File: config.mk
export PLATFORM = sky130hd
export DESIGN_NAME = lcd_raster_gen
export DESIGN_NICKNAME = d
export VERILOG_FILES = /design/src/rtl/lcdt_pkg.sv /design/src/rtl/lcdt_seq.sv /design/src/rtl/lcdt_ctrl.sv /design/src/rtl/lcdt_dp.sv /design/src/rtl/lcd_raster_gen.sv
export SDC_FILE = /design/constraint.sdc
export NUM_CORES = 1
export LEC_CHECK = 0
export BUFFER_PORTS_ARGS = -buffer_cell sky130_fd_sc_hd__buf_2
export CAP_MARGIN = 20
export CORE_MARGIN = 2
export CORE_UTILIZATION = 55
export DETAILED_ROUTE_END_ITERATION = 6
export GPL_TIMING_DRIVEN = 0
export MAX_ROUTING_LAYER = met4
export PLACE_DENSITY = 0.81
export RECOVER_POWER = 100
export SLEW_MARGIN = 0
export SYNTH_ARGS = -nofsm -noshare
export SYNTH_HDL_FRONTEND = slang
export SYNTH_HIERARCHICAL = 1
export SYNTH_SLANG_ARGS = --single-unit
File: constraint.sdc
create_clock -name clk -period 9.25 [get_ports clk]
set_clock_uncertainty 0.15 [all_clocks]
set_input_delay 1.85 -clock clk [delete_from_list [all_inputs] [get_ports clk]]
set_output_delay 1.85 -clock clk [all_outputs]
set_load 0.05 [all_outputs]
File: src/rtl/lcdt_pkg.sv
`timescale 1ns/1ps
package lcdt_pkg;
  localparam int NPH = 4;

  typedef enum logic [1:0] {
    PH_ACT  = 2'd0,
    PH_FP   = 2'd1,
    PH_SYNC = 2'd2,
    PH_BP   = 2'd3
  } phase_e;

  localparam logic [1:0] MD_LCD = 2'd0;
  localparam logic [1:0] MD_BTP = 2'd1;
  localparam logic [1:0] MD_BTI = 2'd2;

  typedef struct packed {
    logic lineEnd;
    logic fieldEnd;
    logic hActive;
    logic hSync;
    logic vActive;
    logic vSync;
    logic vBlank;
  } strobe_t;
endpackage

File: src/rtl/lcdt_seq.sv
`timescale 1ns/1ps
module lcdt_seq
  import lcdt_pkg::*;
#(
  parameter int LW = 13
) (
  input  logic                    clk,
  input  logic                    rst,
  input  logic                    adv,
  input  logic [NPH-1:0][LW-1:0]  len,
  output phase_e                  phase,
  output logic                    wrap
);
  logic [LW-1:0] cnt;
  logic          last;
  phase_e        nxt;
  logic          found;
  logic [1:0]    cand;

  always_comb begin
    nxt   = phase;
    found = 1'b0;
    cand  = 2'd0;
    for (int k = 1; k < NPH; k++) begin
      cand = 2'(phase) + 2'(k);
      if (!found && len[cand] != '0) begin
        nxt   = phase_e'(cand);
        found = 1'b1;
      end
    end
  end

  assign last = (cnt == len[phase] - LW'(1));
  assign wrap = adv && last && (nxt == PH_ACT);

  always_ff @(posedge clk) begin
    if (rst) begin
      phase <= PH_ACT;
      cnt   <= '0;
    end else if (adv) begin
      if (last) begin
        phase <= nxt;
        cnt   <= '0;
      end else begin
        cnt <= cnt + LW'(1);
      end
    end
  end
endmodule

File: src/rtl/lcdt_ctrl.sv
`timescale 1ns/1ps
module lcdt_ctrl
  import lcdt_pkg::*;
#(
  parameter int LW = 13
) (
  input  logic                    clk,
  input  logic                    rst,
  input  logic [NPH-1:0][LW-1:0]  hLen,
  input  logic [NPH-1:0][LW-1:0]  vLen,
  output strobe_t                 stb
);
  phase_e hPh;
  phase_e vPh;
  logic   hWrap;
  logic   vWrap;

  lcdt_seq #(.LW(LW)) hSeq_i (
    .clk(clk), .rst(rst), .adv(1'b1), .len(hLen), .phase(hPh), .wrap(hWrap)
  );

  lcdt_seq #(.LW(LW)) vSeq_i (
    .clk(clk), .rst(rst), .adv(hWrap), .len(vLen), .phase(vPh), .wrap(vWrap)
  );

  always_comb begin
    stb.lineEnd  = hWrap;
    stb.fieldEnd = hWrap && vWrap;
    stb.hActive  = (hPh == PH_ACT);
    stb.hSync    = (hPh == PH_SYNC);
    stb.vActive  = (vPh == PH_ACT);
    stb.vSync    = (vPh == PH_SYNC);
    stb.vBlank   = (vPh != PH_ACT);
  end
endmodule

File: src/rtl/lcdt_dp.sv
`timescale 1ns/1ps
module lcdt_dp
  import lcdt_pkg::*;
#(
  parameter int CW = 12,
  parameter int SW = 8,
  parameter int PW = CW + 3,
  localparam int LW = CW + 1
) (
  input  logic                    clk,
  input  logic                    rst,
  input  strobe_t                 stb,
  input  logic [CW-1:0]           cfgActW,
  input  logic [CW-1:0]           cfgActH,
  input  logic [CW-1:0]           cfgHfp,
  input  logic [CW-1:0]           cfgHbp,
  input  logic [CW-1:0]           cfgHsw,
  input  logic [CW-1:0]           cfgVfp,
  input  logic [CW-1:0]           cfgVbp,
  input  logic [SW-1:0]           cfgVsw,
  input  logic [1:0]              cfgMode,
  input  logic                    cfgHsPol,
  input  logic                    cfgVsPol,
  output logic [NPH-1:0][LW-1:0]  hLen,
  output logic [NPH-1:0][LW-1:0]  vLen,
  output logic                    hsync,
  output logic                    vsync,
  output logic                    de,
  output logic [PW-1:0]           hPos,
  output logic [PW-1:0]           vPos,
  output logic                    fieldFlag
);
  logic [CW-1:0] shActW, shActH, shHfp, shHbp, shHsw, shVfp, shVbp;
  logic [SW-1:0] shVsw;
  logic [1:0]    shMode;
  logic          btMode;
  logic          interMode;
  logic [CW-1:0] blank1, blank2;

  always_ff @(posedge clk) begin
    if (rst || stb.fieldEnd) begin
      shActW <= cfgActW;
      shActH <= cfgActH;
      shHfp  <= cfgHfp;
      shHbp  <= cfgHbp;
      shHsw  <= cfgHsw;
      shVfp  <= cfgVfp;
      shVbp  <= cfgVbp;
      shVsw  <= cfgVsw;
      shMode <= cfgMode;
    end
  end

  assign btMode    = (shMode == MD_BTP) || (shMode == MD_BTI);
  assign interMode = (shMode == MD_BTI);

  always_comb begin
    if (interMode && !fieldFlag) begin
      blank1 = shHfp;
      blank2 = shHbp;
    end else begin
      blank1 = shVfp;
      blank2 = shVbp;
    end
  end

  always_comb begin
    hLen[PH_ACT] = LW'(shActW);
    vLen[PH_ACT] = LW'(shActH);
    vLen[PH_FP]  = LW'(blank1);
    vLen[PH_BP]  = LW'(blank2);
    if (btMode) begin
      hLen[PH_FP]   = '0;
      hLen[PH_SYNC] = LW'(shHsw) + LW'(1);
      hLen[PH_BP]   = '0;
      vLen[PH_SYNC] = '0;
    end else begin
      hLen[PH_FP]   = LW'(shHfp);
      hLen[PH_SYNC] = LW'(shHsw[SW-1:0]) + LW'(1);
      hLen[PH_BP]   = LW'(shHbp);
      vLen[PH_SYNC] = LW'(shVsw) + LW'(1);
    end
  end

  always_ff @(posedge clk) begin
    if (rst) begin
      hPos      <= '0;
      vPos      <= '0;
      fieldFlag <= 1'b0;
    end else begin
      hPos <= stb.lineEnd ? '0 : hPos + PW'(1);
      if (stb.fieldEnd) begin
        vPos      <= '0;
        fieldFlag <= (cfgMode == MD_BTI) ? ~fieldFlag : 1'b0;
      end else if (stb.lineEnd) begin
        vPos <= vPos + PW'(1);
      end
    end
  end

  assign hsync = stb.hSync ^ cfgHsPol;
  assign vsync = (btMode ? stb.vBlank : stb.vSync) ^ cfgVsPol;
  assign de    = stb.hActive && stb.vActive;
endmodule

File: src/rtl/lcd_raster_gen.sv
`timescale 1ns/1ps
module lcd_raster_gen
  import lcdt_pkg::*;
#(
  parameter int CW = 12,
  parameter int SW = 8,
  localparam int LW = CW + 1,
  localparam int PW = CW + 3
) (
  input  logic          clk,
  input  logic          rst,
  input  logic [CW-1:0] cfgActW,
  input  logic [CW-1:0] cfgActH,
  input  logic [CW-1:0] cfgHfp,
  input  logic [CW-1:0] cfgHbp,
  input  logic [CW-1:0] cfgHsw,
  input  logic [CW-1:0] cfgVfp,
  input  logic [CW-1:0] cfgVbp,
  input  logic [SW-1:0] cfgVsw,
  input  logic [1:0]    cfgMode,
  input  logic          cfgHsPol,
  input  logic          cfgVsPol,
  output logic          hsync,
  output logic          vsync,
  output logic          de,
  output logic [PW-1:0] hPos,
  output logic [PW-1:0] vPos,
  output logic          fieldFlag
);
  strobe_t                stb;
  logic [NPH-1:0][LW-1:0] hLen;
  logic [NPH-1:0][LW-1:0] vLen;

  lcdt_ctrl #(.LW(LW)) ctrl_i (
    .clk(clk), .rst(rst), .hLen(hLen), .vLen(vLen), .stb(stb)
  );

  lcdt_dp #(.CW(CW), .SW(SW), .PW(PW)) dp_i (
    .clk(clk), .rst(rst), .stb(stb),
    .cfgActW(cfgActW), .cfgActH(cfgActH), .cfgHfp(cfgHfp), .cfgHbp(cfgHbp),
    .cfgHsw(cfgHsw), .cfgVfp(cfgVfp), .cfgVbp(cfgVbp), .cfgVsw(cfgVsw),
    .cfgMode(cfgMode), .cfgHsPol(cfgHsPol), .cfgVsPol(cfgVsPol),
    .hLen(hLen), .vLen(vLen),
    .hsync(hsync), .vsync(vsync), .de(de), .hPos(hPos), .vPos(vPos),
    .fieldFlag(fieldFlag)
  );
endmodule

# [After elaboration in Yosys (flattened, before gate mapping)]
# Index checks and enable logic that the tools add are counted.
[classes] addsub=15 n_lt_le_gt_ge=8 eq_ne=7 mux=33 bitwise_logic=3 reduce_logical=32
[op_table] op="$bmux 13 s2" n=8
[op_table] op="$mux 13" n=10
[op_table] op="$reduce_bool 13->1" n=6
[op_table] op="$mux 38" n=1
[op_table] op="$add 15x1->15 const B" n=2
[op_table] op="$add 13x1->13 const B" n=2
[op_table] op="$eq 13x13->1" n=2
[op_table] op="$sub 13x1->13 const B" n=2
[op_table] op="$lt 2x3->1 const B" n=8
[op_table] op="$mux 12" n=2
[op_table] op="$add 8x1->9 const B" n=2
[op_table] op="$add 12x1->13 const B" n=1
[op_table] op="$mux 2" n=6
[op_table] op="$logic_and 1x1->1" n=10
[op_table] op="$add 2x2->2 const B" n=4
[op_table] op="$eq 2x2->1 const B" n=4
[op_table] op="$logic_not 2->1" n=4
[op_table] op="$mux 1" n=6
[op_table] op="$reduce_or 2->1" n=3
[op_table] op="$logic_not 1->1" n=5
[op_table] op="$add 2x1->2 const B" n=2
[op_table] op="$eq 2x1->1 const B" n=1
[op_table] op="$logic_or 1x1->1" n=2
[op_table] op="$reduce_and 2->1" n=1
[op_table] op="3 further kinds" n=4
[word_totals] ff_bits=155 inputBits=98 elab_cells=114

# [Logic depth before layout (Yosys ltp)]
# Gate-level depths: netlist (run 1).
[logic_depth] depth_word=19 depth_mapped=23 mapped_depth_nobuf=20

# [Modules after synthesis]
# Netlist (run 1), hierarchy kept.
[modules_own_cells] mod="lcdt_dp" instances=1 cells_per_inst=389 area_per_inst_um2=5210.0 seq_area_each_um2=3443.3
[modules_own_cells] mod="lcdt_seq" instances=2 cells_per_inst=204 area_per_inst_um2=1859.3 seq_area_each_um2=300.3
[modules_own_cells] mod="lcdt_ctrl" instances=1 cells_per_inst=8 area_per_inst_um2=46.3 seq_area_each_um2=0.0

# [Worst setup path after synthesis (run 1)]
# No wires, ideal clock.
[synth_timing] path_kind="register -> register" start="reg dp_i.shMode[1]" end="reg dp_i.shActH[0], enable pin" setup_ns=0.495 t_arrival_ns=7.538 required_ns=8.605 setup_slack_ns=1.067 path_stages_with_launch=22 path_buffers=3 period_less_slack_ns=8.183 path_cell_list="edfxtp_1 > ha_1 > clkbuf_1 > and2_1 > mux4_1 > inv_1 > ha_1 > nand2_1 > o22ai_4 > a21boi_1 > o41ai_1 > nor2_1 > or4_1 > nor3_2 > buf_6 > o211ai_2 > or4_1 > nor3_2 > and2_1 > nor2_1 > inv_1 > clkbuf_1"
[synth_lines] element="from (decl)" line="lcdt_dp.sv:35" text="logic [1:0] shMode;"
[synth_lines] element="from (signal assigned)" line="lcdt_dp.sv:50" text="shMode <= cfgMode;"
[synth_lines] element="to (signal assigned)" line="lcdt_dp.sv:43" text="shActH <= cfgActH;"
[synth_lines] element="to (decl)" line="lcdt_dp.sv:33" text="logic [CW-1:0] shActW, shActH, shHfp, shHbp, shHsw, shVfp, shVbp;"

==> metrics.csv, run 1 <==
stage,metric,value,unit
timing,period utilization,0.862,
layout,register area,4040,µm²
yosys,mux contribution to synthesized area,0.120,
grt,first-pass GRT wire length,35.8,mm
clocking,Root Driver,clkbuf_16,
clocking,CTS max path bufs,2,
yosys,sequential share of the synthesized area,0.451,
layout,layout cells sized above 1,0.232,
clocking,post_cts resized,0,
grt,Total GRT Usage,0.271,
layout,Final #Nets,1073,
yosys,largest family of logic cells by synthesized area,simple AND/OR/NAND/NOR gates,
timing,Fin. Hold Viols,0,
routing,post-route ant nets,0,
floorplan,die footprint,17400,µm²
floorplan,Initial Utilization,0.563,
clocking,CTS Buf Count,17,
setup_path,CP Launch Type,flop,
pwr,pwr/cell area,163,nW/µm²
timing,Max Clk Rate,0.125,GHz
clocking,Worst-path clk slew,0.07,ns
min_path,Hold EP,dp_i/hPos[14]$_SDFF_PP0_,
yosys,synthesized instance count,805,
yosys,Post-synth top flop,edfxtp_1,
yosys,Mapped Avg Cell Area,11.1,µm²
place,Post-DP HPWL,16.8,mm
flow_run,max-cap violation count,0,
grt,vias in the first global route,6927,
floorplan,die height,132,µm
yosys,Compound-Gate Fraction of Synth Area,0.0817,
floorplan,IO Count,132,
routing,DRC,0,
setup_path,worst path cell trace,"ha_1, clkbuf_1, and2_0, mux4_1, inv_1, ha_1, nand2_1, o22ai_1, a21boi_0, o41ai_1, nor2_1, or4_1, nor3_1, buf_6, o211ai_1, or4_1, nor3_2, and2_0, nor2_1, inv_1, clkbuf_4, buf_16",
yosys,Mapped Area,8970,µm²
floorplan,die width,132,µm
yosys,Post-Synth Adder-Cell Area,0.0139,
routing,routed length per instance,18.8,µm
setup_path,Crit Path Class,flop to flop,
layout,synthesis-to-finish area growth,16.2,%
place,Port Buf Inserts,131,
yosys,Yosys cell types,69,
grt,largest net degree at the start of global routing,55,
setup_path,RR Endpoint,dp_i/shActW[9]$_DFFE_PP_,
clocking,clock latency on the worst-skew pair,0.43,ns
setup_path,crit-path max FO,54,
routing,number of DRC markers in iteration 0,617,
routing,Pre-antenna DRT Iters,5,
timing,Final setup viols,0,
setup_path,Crit. End Element,flop,
setup_path,CP max stage delay,0.70,ns
yosys,Synth Area in Simple Gates,0.221,
clocking,H-tree depth,4,
floorplan,floorplan row count,46,
timing,Setup TNS Final,0,ns
layout,multi-input logic area,4550,µm²
routing,Vias,7144,
timing,Relative slew margins,0.458,
min_path,Worst Hold Class,flop to flop,
min_path,Worst Hold Depth,2,
setup_path,flop2flop setup slack,1.28,ns
place,RD Place Congestion,0.988,
timing,Worst-Margin Slew,0.807,ns
clocking,hold_buf cts,0,
layout,Fill cells,1263,
grt,gr ovfl total,0,
setup_path,"Arr. time, crit path",7.94,ns
pwr,Peak VDD IR,0.135,mV
clocking,CTS tree,done,
timing,RSZ-0062 raised after global routing,false,
yosys,"FF+latch count, synth",155,
routing,WL final,22.4,mm
routing,routed vias/inst,5.97,
setup_path,Buf/Inv on CP,6,
timing,fin crit period,7.97,ns
yosys,ys async rst share,0,
yosys,XOR/XNOR share of the synthesized area,0.0703,
yosys,number of synthesized flops with an enable pin,94,
clocking,clk sink count,155,
clocking,post-CTS setup buffer count,0,
run_status,status,completed,
min_path,hold_sp,dp_i/hPos[14]$_SDFF_PP0_,
yosys,warnings from Yosys,6,
setup_path,r2r startpoint,dp_i/shMode[1]$_DFFE_PP_,
setup_path,largest delay contributor family on the critical path,simple AND/OR/NAND/NOR gates,
grt,initial antenna violation count,2,
timing,Max Slew Vio Count,0,
floorplan,core area,15900,µm²
setup_path,slowest CP cell,nor3_1,
setup_path,cells on worst reg2reg path,22,
setup_path,CP required,9.21,ns
pwr,Leak,3.70,nW
timing,Hold Slack,0.337,ns
==> registers in the layout, summed over array words and instances, names as in the netlist, 13 cells and up <==
| name | count |
|---|---|
| dp_i/vPos | 15 |
| dp_i/hPos | 15 |
| ctrl_i/vSeq_i/cnt | 13 |
| ctrl_i/hSeq_i/cnt | 13 |
==> synthesized netlist by cell type, drive strengths merged, types with 3 or more instances <==
library cell | n | area share
and4 | 9 | 0.0093
nand3b | 4 | 0.0033
o41ai | 4 | 0.0056
dfxtp | 61 | 0.14
nor4 | 34 | 0.030
and2b | 3 | 0.0026
nand4b | 4 | 0.0039
buf | 26 | 0.026
ha | 10 | 0.014
mux2 | 28 | 0.035
nand4 | 32 | 0.025
a31oi | 4 | 0.0028
o21ai | 13 | 0.0072
or2 | 4 | 0.0028
and2 | 32 | 0.023
mux4 | 26 | 0.069
xor2 | 28 | 0.027
a21oi | 30 | 0.017
or3 | 14 | 0.010
edfxtp | 94 | 0.31
o22a | 4 | 0.0042
mux2i | 15 | 0.017
o211ai | 4 | 0.0045
o21a | 8 | 0.0067
nor3 | 28 | 0.020
inv | 24 | 0.010
o31ai | 15 | 0.014
nand2 | 50 | 0.021
clkbuf | 7 | 0.0052
nand2b | 6 | 0.0042
or4 | 15 | 0.013
nor2 | 66 | 0.028
xnor2 | 44 | 0.043
and3 | 12 | 0.0086
nand3 | 21 | 0.012
==> cell families after synthesis <==
| kind of cell | after synthesis |
|---|---|
| xor+xnor | 72 |
| flops | 155 |
| buf+inv | 58 |
| compound gates | 100 |
| other cells | 2 |
| simple gates | 339 |
| fa+ha+maj | 10 |
| mux | 69 |
==> report_power, final <==
group | total, mW | internal [mW] | switching, mW
Clock | 0.677 | 0.378 | 0.299
Combinational | 0.218 | 0.0904 | 0.127
Sequential | 0.800 | 0.773 | 0.0275
Total | 1.70 | 1.24 | 0.454
==> area by class of cell <==
type                            count  area share
Antenna cell                        2    0.000480
Buffer                             33      0.0256
Clock buffer                       19      0.0415
Clock inverter                     13      0.0124
Inverter                           25     0.00900
Multi-Input combinational cell    601       0.437
Sequential cell                   155       0.388
Tap cell                          216      0.0259
Timing Repair Buffer              132      0.0604
==> placed cells by master (no fill, tap or decap), types with 5 or more instances in the layout <==
master,instances
edfxtp_1,94
buf_2,90
nor2_1,66
dfxtp_1,61
clkbuf_1,52
nand2_1,50
xnor2_1,44
a21oi_1,30
nor4_1,30
mux2_2,28
xor2_1,28
nand4_1,28
and2_1,27
inv_1,24
nor3_1,23
nand3_1,21
mux4_2,18
clkbuf_16,17
mux2i_1,15
or4_1,15
o21ai_0,13
o31ai_1,13
buf_4,11
conb_1,11
and3_1,10
ha_1,10
or3_1,10
mux4_1,8
o21a_1,8
buf_6,7
inv_6,6
nand2b_1,6
and4_1,5
==> metal layers <==
| metal | wire length, µm | GRT usage | vias to the layer above |
|---|---|---|---|
| met5 | 0 | - | - |
| met4 | 537 | 0.0900 | 0 |
| met3 | 1710 | 0.0642 | 38 |
| met2 | 10500 | 0.422 | 283 |
| met1 | 9690 | 0.353 | 3432 |
| li1 | - | - | 3391 |
==> worst min-delay path, delay by kind of cell, from the launching register on <==
kind | cells | cell delay [ns]
AND/OR/NAND/NOR | 1 | 0.06
flip-flops | 1 | 0.32
multiplexers | 1 | 0.06
==> worst max path at each step <==
stage                                end  cells past startpoint                     start  slack, ns
6_report        dp_i/shActW[9]$_DFFE_PP_                     22  dp_i/shMode[1]$_DFFE_PP_       1.28
5_1_grt          dp_i/shVfp[0]$_DFFE_PP_                     22  dp_i/shMode[1]$_DFFE_PP_       0.75
4_1_cts         dp_i/shActW[2]$_DFFE_PP_                     22  dp_i/shMode[1]$_DFFE_PP_       1.92
3_5_place_dp   dp_i/shActW[11]$_DFFE_PP_                     22  dp_i/shMode[1]$_DFFE_PP_       1.97
3_3_place_gp    dp_i/shActW[2]$_DFFE_PP_                     21  dp_i/shMode[1]$_DFFE_PP_      -0.87
2_1_floorplan   dp_i/shActH[0]$_DFFE_PP_                     21  dp_i/shMode[1]$_DFFE_PP_       1.07
==> per-stage QoR <==
step | util | cells | cell area, µm² | worst slack, ns | power (mW)
2_1_floorplan | - | 814 | 9010 | 1.07 | 0.952
3_3_place_gp | 0.623 | 1161 | 9930 | -0.872 | 1.02
3_5_place_dp | 0.625 | 1162 | 9970 | 1.97 | 1.03
4_1_cts | 0.660 | 1194 | 10500 | 1.92 | 1.70
5_1_grt | 0.654 | 1196 | 10400 | 0.754 | 1.76
6_report | 0.654 | 1196 | 10400 | 1.28 | 1.70
(Power assumes the default switching activity.)
==> run 2: changes to the inputs <==
--- a/config.mk
+++ b/config.mk
@@ -8,11 +8,12 @@
 export BUFFER_PORTS_ARGS = -buffer_cell sky130_fd_sc_hd__buf_2
 export CAP_MARGIN = 20
 export CORE_MARGIN = 2
-export CORE_UTILIZATION = 55
+export CORE_UTILIZATION = 46
+export CTS_CLUSTER_SIZE = 8
 export DETAILED_ROUTE_END_ITERATION = 6
 export GPL_TIMING_DRIVEN = 0
 export MAX_ROUTING_LAYER = met4
-export PLACE_DENSITY = 0.81
+export PLACE_DENSITY = 0.71
 export RECOVER_POWER = 100
 export SLEW_MARGIN = 0
 export SYNTH_ARGS = -nofsm -noshare
==> metrics.csv, run 2 (synthesis results as in run 1) <==
stage,metric,value,unit,change
setup_path,cells on worst reg2reg path,22,,unchanged
grt,Total GRT Usage,0.229,,-0.0429
setup_path,r2r startpoint,dp_i/shMode[1]$_DFFE_PP_,,
routing,post-route ant nets,0,,unchanged
pwr,overall power,1.68,mW,-1.2%
clocking,CTS max path bufs,2,,unchanged
timing,fin crit period,8.03,ns,+0.0516 ns
layout,Final Cell Area,10500,µm²,+0.35%
floorplan,die footprint,20600,µm²,+19%
setup_path,CP Launch Type,flop,,
clocking,post-CTS setup buffer count,0,,unchanged
timing,period utilization,0.868,,+0.00558
floorplan,core area,19300,µm²,+21%
place,Port Buf Inserts,131,,unchanged
clocking,Root Driver,clkbuf_16,,
setup_path,crit-path max FO,56,,+3.7%
layout,biggest regs,"dp_i/hPos x15, dp_i/vPos x15",,
layout,multi-input logic area,4550,µm²,-0.11%
place,RD Place Congestion,0.964,,-2.4%
layout,synthesis-to-finish area growth,16.6,%,
setup_path,Crit. End Element,flop,,
timing,RSZ-0062 raised after global routing,false,,
routing,number of DRC markers in iteration 0,470,,-24%
pwr,switching share of power,0.275,,+0.00668
run_status,status,completed,,
place,placed insts,1211,,+4.2%
layout,"leading cell type in the layout, fill and taps excluded",edfxtp_1,,
grt,gr ovfl total,0,,unchanged
pwr,Flop pwr share,0.479,,+0.007
pwr,cell-internal power,1.22,mW,-2.1%
min_path,Hold EP,dp_i/vPos[14]$_SDFFE_PP0P_,,
timing,Setup TNS Final,0,ns,unchanged
routing,DRC,0,,unchanged
pwr,net switching power,460,µW,+1.3%
clocking,hold_buf cts,0,,unchanged
setup_path,flop2flop setup slack,1.22,ns,-0.05 ns
place,Post-DP HPWL,17.2,mm,+2.6%
pwr,Leak,3.70,nW,-0.17%
layout,Fill cells,1708,,+35%
place,Placed Area,10000,µm²,+0.62%
setup_path,RR Endpoint,dp_i/shVfp[11]$_DFFE_PP_,,
floorplan,IO Count,132,,unchanged
pwr,Comb power frac,0.129,,about the same
layout,most frequent cells in the layout,"edfxtp_1 (94), buf_2 (89), nor2_1 (66)",,
clocking,Worst-path clk slew,0.07,ns,about the same
pwr,clock share of power,0.393,,-0.006
routing,Vias,7032,,-1.6%
pwr,Peak VDD IR,0.138,mV,+2.0%
timing,Final setup viols,0,,unchanged
timing,Final WS setup,1.22,ns,-0.0516 ns
layout,Final #Nets,1073,,unchanged
timing,Max Clk Rate,0.125,GHz,-0.64%
timing,Relative slew margins,0.489,,+0.0313
grt,largest net degree at the start of global routing,57,,+3.6%
floorplan,floorplan row count,51,,+11%
routing,detailed-routed wire length on met2,10.2,mm,-3.1%
floorplan,die width,144,µm,+9.1%
flow_run,max-cap violation count,0,,unchanged
routing,WL final,22.6,mm,+0.97%
layout,final std cells w/o fill,1247,,+4.3%
routing,Met1 Routed Length,10.3,mm,+5.8%
clocking,post_cts resized,0,,unchanged
grt,vias in the first global route,6589,,-4.9%
clocking,clk sink count,155,,unchanged
routing,routed vias/inst,5.64,,-5.6%
clocking,H-tree depth,4,,unchanged
grt,initial antenna violation count,3,,+1
floorplan,Initial Utilization,0.464,,-0.0988
routing,routed length per instance,18.2,µm,-3.2%
clocking,CTS tree,done,,
timing,Max Slew Vio Count,0,,unchanged
setup_path,Crit Path Class,flop to flop,,
routing,Pre-antenna DRT Iters,5,,unchanged
clocking,CTS Buf Count,17,,unchanged
timing,Worst-Margin Slew,0.766,ns,-0.0408 ns
place,pre-CTS setup slack,1.90,ns,-0.0722 ns
grt,first-pass GRT wire length,34.7,mm,-3.1%
floorplan,die height,144,µm,+9.1%
min_path,Worst Hold Depth,2,,unchanged
min_path,Worst Hold Class,flop to flop,,
setup_path,"Arr. time, crit path",7.99,ns,+0.05 ns
routing,Max Used Layer,met4,,
clocking,clock latency on the worst-skew pair,0.43,ns,about the same
timing,Fin. Hold Viols,0,,unchanged
layout,layout cells sized above 1,0.232,,unchanged
layout,register area,4040,µm²,unchanged
routing,Met3 Routed Length,1.78,mm,+4.3%
min_path,hold_sp,dp_i/vPos[14]$_SDFFE_PP0P_,,
setup_path,CP required,9.21,ns,about the same
pwr,pwr/cell area,160,nW/µm²,-1.5%
==> run 2: worst max-delay path, cell delays in order (launching register included) <==
cell and delay (ns):
edfxtp_1 0.36, ha_1 0.34, clkbuf_1 0.30, and2_0 0.29, mux4_1 0.67, inv_1 0.11, ha_1 0.22, nand2_1 0.09
o22ai_1 0.39, a21boi_0 0.20, o41ai_1 0.49, nor2_1 0.14, or4_1 0.57, nor3_1 0.62, buf_6 0.22, o211ai_1 0.11
or4_1 0.49, nor3_1 0.20, and2_0 0.38, nor2_1 0.16, inv_1 0.17, clkbuf_4 0.67, buf_16 0.33
==> run 2: layout make-up <==
class,count,area share
clock buffers,18,0.0414
clock inverters,14,0.0100
plain buffers,33,0.0255
inverters,25,0.00897
flip-flops and latches,155,0.387
multi-input cells,601,0.435
repair buffers,132,0.0600
well taps,265,0.0317
diodes,4,0.000957
==> run 2: worst max path at each step <==
stage / startpoint / end / slack, ns / depth (start not counted)
2_1_floorplan: dp_i/shMode[1]$_DFFE_PP_ / dp_i/shActH[0]$_DFFE_PP_ / 1.07 / 21
3_3_place_gp: dp_i/shMode[1]$_DFFE_PP_ / dp_i/shActW[11]$_DFFE_PP_ / -1.0 / 21
6_report: dp_i/shMode[1]$_DFFE_PP_ / dp_i/shVfp[11]$_DFFE_PP_ / 1.22 / 22
5_1_grt: dp_i/shMode[0]$_DFFE_PP_ / dp_i/shHfp[2]$_DFFE_PP_ / 0.69 / 23
4_1_cts: dp_i/shMode[1]$_DFFE_PP_ / dp_i/shVfp[9]$_DFFE_PP_ / 1.85 / 22
3_5_place_dp: dp_i/shMode[1]$_DFFE_PP_ / dp_i/shHfp[11]$_DFFE_PP_ / 1.90 / 22
==> run 2: per-layer routing <==
layer | vias up | global-route usage
li1 | 3386 | -
met1 | 3323 | 0.311
met2 | 285 | 0.344
met3 | 38 | 0.0510
met4 | 0 | 0.0671
met5 | - | -
==> run 2: power groups by stage <==
stage | clock (mW) | sequential (mW) | combinational, mW
3_3_place_gp | 0 | 0.817 | 0.210
4_1_cts | 0.669 | 0.801 | 0.215
3_5_place_dp | 0 | 0.816 | 0.213
5_1_grt | 0.696 | 0.805 | 0.233
6_report | 0.658 | 0.802 | 0.215
2_1_floorplan | 0 | 0.807 | 0.145
==> run 2: per-stage QoR <==
stage                util  hold slack [ns]
global placement    0.517            0.304
detailed placement  0.519            0.316
floorplan               -            0.350
finish              0.541            0.330
CTS                 0.546            0.328
global route        0.541            0.371
